$ cat src/rtl/psram_pwrup_seq.sv
module psram_pwrup_seq #(
  parameter longint CLK_HZ    = 100_000_000,
  parameter int     POR_US    = 150,
  parameter bit     CONFIGURE = 1'b1,
  parameter bit     CHECK_ID  = 1'b1
) (
  input  logic        clk,
  input  logic        rst,
  input  logic        usr_rd_req,
  input  logic        usr_wr_req,
  input  logic        usr_reg_sel,
  input  logic [3:0]  usr_byte_en,
  input  logic [31:0] usr_addr,
  input  logic [31:0] usr_wr_data,
  input  logic        ctl_busy,
  input  logic        ctl_rd_valid,
  input  logic [31:0] ctl_rd_data,
  output logic        ctl_rd_req,
  output logic        ctl_wr_req,
  output logic        ctl_reg_sel,
  output logic [3:0]  ctl_byte_en,
  output logic [31:0] ctl_addr,
  output logic [31:0] ctl_wr_data,
  output logic [7:0]  lat_short,
  output logic [7:0]  lat_long,
  output logic        ready,
  output logic        id_error
);
  localparam longint WAIT_LL  = (CLK_HZ * longint'(POR_US) + 64'd999_999) / 64'd1_000_000;
  localparam int     WAIT_CYC = int'(WAIT_LL);
  localparam int     CW       = $clog2(WAIT_CYC + 1);
  localparam logic [31:0] ID_ADDR  = 32'h0000_0000;
  localparam logic [31:0] CFG_ADDR = 32'h0000_0800;
  localparam logic [31:0] CFG_DATA = 32'h8fe4_0000;
  localparam logic [15:0] ID_VAL   = 16'h0c81;

  typedef enum logic [2:0] {S_POR, S_ISSUE, S_RISE, S_VAL, S_FALL, S_DONE} st_t;

  st_t         st;
  logic [CW-1:0] cnt;
  logic        req_q, step_rd, lat_cfg;
  logic        unused_lo;

  assign unused_lo = ^ctl_rd_data[15:0];

  always_ff @(posedge clk) begin
    if (rst) begin
      st       <= S_POR;
      cnt      <= '0;
      req_q    <= 1'b0;
      step_rd  <= 1'b0;
      lat_cfg  <= 1'b0;
      id_error <= 1'b0;
    end else begin
      req_q <= 1'b0;
      case (st)
        S_POR:
          if (cnt == CW'(WAIT_CYC - 1)) begin
            if (CHECK_ID) begin
              step_rd <= 1'b1;
              st      <= S_ISSUE;
            end else if (CONFIGURE) begin
              step_rd <= 1'b0;
              st      <= S_ISSUE;
            end else begin
              st <= S_DONE;
            end
          end else begin
            cnt <= cnt + 1'b1;
          end
        S_ISSUE:
          if (!ctl_busy) begin
            req_q <= 1'b1;
            st    <= S_RISE;
          end
        S_RISE:
          if (ctl_busy) st <= step_rd ? S_VAL : S_FALL;
        S_VAL:
          if (ctl_rd_valid) begin
            if (ctl_rd_data[31:16] != ID_VAL) id_error <= 1'b1;
            st <= S_FALL;
          end
        S_FALL:
          if (!ctl_busy) begin
            if (step_rd && CONFIGURE) begin
              step_rd <= 1'b0;
              st      <= S_ISSUE;
            end else begin
              if (!step_rd) lat_cfg <= 1'b1;
              st <= S_DONE;
            end
          end
        default: st <= S_DONE;
      endcase
    end
  end

  assign ready       = (st == S_DONE);
  assign ctl_rd_req  = ready ? usr_rd_req  : (req_q & step_rd);
  assign ctl_wr_req  = ready ? usr_wr_req  : (req_q & ~step_rd);
  assign ctl_reg_sel = ready ? usr_reg_sel : 1'b1;
  assign ctl_byte_en = ready ? usr_byte_en : 4'hF;
  assign ctl_addr    = ready ? usr_addr    : (step_rd ? ID_ADDR : CFG_ADDR);
  assign ctl_wr_data = ready ? usr_wr_data : CFG_DATA;
  assign lat_short   = lat_cfg ? 8'h04 : 8'h12;
  assign lat_long    = lat_cfg ? 8'h0a : 8'h16;
endmodule

$ cat config.mk
export PLATFORM = sky130hd
export DESIGN_NAME = psram_pwrup_seq
export DESIGN_NICKNAME = d
export VERILOG_FILES = /design/src/rtl/psram_pwrup_seq.sv
export SDC_FILE = /design/constraint.sdc
export NUM_CORES = 1
export LEC_CHECK = 0
export ABC_AREA = 1
export CORE_AREA = 2 2 76 78
export CTS_BUF_LIST = sky130_fd_sc_hd__clkbuf_8
export DETAILED_ROUTE_END_ITERATION = 7
export DIE_AREA = 0 0 78 80
export DONT_BUFFER_PORTS = 1
export PLACE_DENSITY = 0.55
export SLEW_MARGIN = 20
export SYNTH_ARGS = -nofsm -noshare
export SYNTH_HDL_FRONTEND = slang
export SYNTH_SLANG_ARGS = --single-unit
$ cat constraint.sdc
create_clock -name clk -period 1.4 [get_ports clk]
set_input_delay 0.14 -clock clk [delete_from_list [all_inputs] [get_ports clk]]
set_output_delay 0.14 -clock clk [all_outputs]
set_load 0.03 [all_outputs]
==> impl_metrics.json <==
{
  "ys_seq_area_share_pct": 21.44,
  "max_cap_viol_count": 0,
  "swShare_pct": 44.96,
  "nets": 530,
  "cts_buffers": 3,
  "track_usage_pct": 19.80,
  "synth-seq-cells": 21,
  "min_to": "st[2]$_SDFFE_PP0P_",
  "intPower_mw": 1.587,
  "critPathMaxFanout": 28,
  "io_pins": 196,
  "grt_max_degree": 29,
  "synthTopCellsByArea": "dfxtp_1 21%, nor2_1 17%, inv_1 15%, nand2_1 13%, buf_4 5.7%",
  "finalHoldViolCount": 0,
  "fillers": 503,
  "layout_setup_ws_ns": -0.1511,
  "finalSetupViolCount": 86,
  "timing.final.crit_share_pct": 110.8,
  "hold-worst-slack_ns": 0.01023,
  "drtPass1Iterations": 4,
  "ir_worst_vdd_mv": 0.5812,
  "clock.fmax_ghz": 0.6447,
  "hp-class": "input port to register",
  "drt_iter0_drc": 117,
  "port_buffers": 0,
  "synthToLayoutAreaGrowth_pct": 66.31,
  "utilization_pct": 60.32,
  "core_mm2": 0.005405,
  "seqPwrFrac_pct": 25.6,
  "wirelength_um": 6809,
  "worstSetupPathType": "register to output pin",
  "synth_top_cell_by_area": "dfxtp_1",
  "fp.dieArea_mm2": 0.006240,
  "ant_nets": 0,
  "cts_sinks": 21,
  "combPwrFrac_pct": 60.3,
  "power_density_mw_per_mm2": 884.6,
  "reg2reg_to": "cnt[7]$_SDFFE_PP0P_",
  "syn_area_per_cell_um2": 5.416,
  "final_common_cell": "inv_1",
  "cts-htree-levels": 1,
  "end_kind": "output pin",
  "clkTransAtPathRegs_ns": 0.08,
  "drcViolationCount": 0,
  "holdPathStages": 2,
  "clkPwrFrac_pct": 14.1,
  "synth_top_area_share_pct": 21.44,
  "cts_buffer_depth": 2,
  "antenna_found_initial": 0,
  "fin_crit_ns": 1.551,
  "row_count": 27,
  "r2r_slack_ns": -0.11,
  "critPathLaunchType": "register",
  "wire_per_inst_um": 13.81,
  "insertion_delay_ns": 0.26,
  "drive_gt1_share_pct": 47.98,
  "status": "finished with violations",
  "fp.dieW_um": 78,
  "antenna_cells": 0,
  "rsz0062_at_grt": "true",
  "reg2reg_depth": 12,
  "worstMarginPinSlew_ns": 0.8307,
  "initial_utilization_pct": 36.27,
  "critical_path_arrival_ns": 1.41,
  "die-height_um": 80,
  "cellLeakagePower_nw": 1.557,
  "finalSetupTns_ns": -7.410,
  "hold_start": "ctl_busy",
  "synth_cell_types": 27,
  "synthesis.area_mm2": 0.001961,
  "power_switching_mw": 1.297,
  "reg2reg_from": "cnt[0]$_SDFFE_PP0P_",
  "slew_headroom_pct": 44.44,
  "final_cell_mix": "76 x inv_1, 48 x nand2_1, 39 x buf_6",
  "finalMaxSlewViolations": 0,
  "violations": "negative setup slack",
  "cts_root_buf": "clkbuf_8",
  "crit_required_ns": 1.26,
  "gp_congestion": 0.7933,
  "fin_worst_skew_ns": 0.001867,
  "via_per_inst": 4.647,
  "yosysWarnings": 0,
  "cts_tree": "built",
  "grt_pass1_wl_um": 9735,
  "syn_inst": 362,
  "globalRouteOverflowTotal": 0,
  "vias": 2291,
  "first_global_vias": 2046,
  "hpwl_um": 5116
}
==> power groups by stage <==
stage	Clock (mW)	Sequential, mW	Combinational [mW]
floorplan	0	0.737	0.802
global route	0.445	0.748	1.87
detailed placement	0	0.734	1.11
CTS	0.417	0.732	1.22
finish	0.406	0.739	1.74
global placement	0	0.733	1.10
==> what timing repair did <==
action	in CTS	in global routing
endpoints found under the setup margin	84	89
gates cloned	1	1
hold buffers	2	0
buffers inserted	4	4
hold endpoints to repair	15	0
pin swaps	7	28
resized for setup	51	67
==> final cells by class <==
| class | instances | area, um^2 | area share, % |
|---|---|---|---|
| timing repair inverter | 1 | 11.26 | 0.3454 |
| tap | 72 | 90.09 | 2.763 |
| inverter | 80 | 315.3 | 9.670 |
| clock inverter | 1 | 3.754 | 0.1151 |
| clock buffer | 3 | 41.29 | 1.266 |
| multi-input combinational | 243 | 1579 | 48.43 |
| timing repair buffer | 72 | 787.0 | 24.14 |
| sequential | 21 | 432.9 | 13.28 |
==> stage by stage <==
step	total power, mW	setup slack, ns	instances	area (um^2)
after floorplan	1.539	-0.1502	370	2286
after global placement	1.833	-0.04593	478	2675
after CTS	2.366	-0.1594	489	2989
final	2.884	-0.1511	493	3261
after detailed placement	1.848	-0.08095	478	2675
after global routing	3.059	-0.2215	493	3261
==> cells in the mapped netlist <==
| cell type | count |
|---|---|
| nor2_1 | 90 |
| inv_1 | 77 |
| nand2_1 | 67 |
| dfxtp_1 | 21 |
| buf_4 | 15 |
| nand3_1 | 14 |
| a21oi_1 | 13 |
| or2_2 | 12 |
| o21ai_0 | 10 |
| clkbuf_1 | 5 |
| nor3_1 | 5 |
| buf_6 | 4 |
| nand4_1 | 4 |
| xor2_1 | 4 |
| inv_2 | 3 |
| nor2_2 | 3 |
| buf_2 | 2 |
| conb_1 | 2 |
| nand3b_1 | 2 |
| or2_1 | 2 |
| a21oi_2 | 1 |
| a31oi_1 | 1 |
| ha_1 | 1 |
| nand2_2 | 1 |
| nand2_4 | 1 |
| nor2_4 | 1 |
| xnor2_1 | 1 |
==> critical path, stage by stage, from the launching register on <==
cell     delay (ns)
dfxtp_2        0.34
inv_2          0.06
nand2_2        0.05
nor2_4         0.13
inv_4          0.08
buf_12         0.19
or2_4          0.29
==> flip-flops by register name (all words and copies together), names as in the netlist <==
signal and flops:
id_error 1, cnt 14, step_rd 1, lat_cfg 1, req_q 1, st 3
==> worst max path at each step <==
stage,startpoint,cells past startpoint,endpoint
finish,st[1]$_SDFFE_PP0P_,6,ctl_wr_data[23]
floorplan,st[1]$_SDFFE_PP0P_,6,ctl_addr[10]
global placement,cnt[1]$_SDFFE_PP0P_,11,cnt[5]$_SDFFE_PP0P_
CTS,st[1]$_SDFFE_PP0P_,6,ctl_wr_data[23]
global route,st[1]$_SDFFE_PP0P_,6,ctl_wr_data[24]
detailed placement,cnt[1]$_SDFFE_PP0P_,11,cnt[5]$_SDFFE_PP0P_
==> cells by family after synthesis <==
| kind of cell | synth area share [%] |
|---|---|
| AO/OA/AOI/OAI | 6.637 |
| buffers and inverters | 24.82 |
| flip-flops | 21.44 |
| XOR/XNOR | 2.233 |
| adder cells (fa/ha/maj) | 0.6381 |
| other | 0.3830 |
| AND/OR/NAND/NOR | 43.84 |
==> metal layers <==
layer	vias to the layer above	GRT usage (%)	part of all wire, %
met5	-	0	0
met4	0	7.544	2.4
met3	12	4.638	6.2
met2	87	35.69	53
met1	1038	22.62	38
li1	1154	-	-
Power figures use the tool's default switching activity.
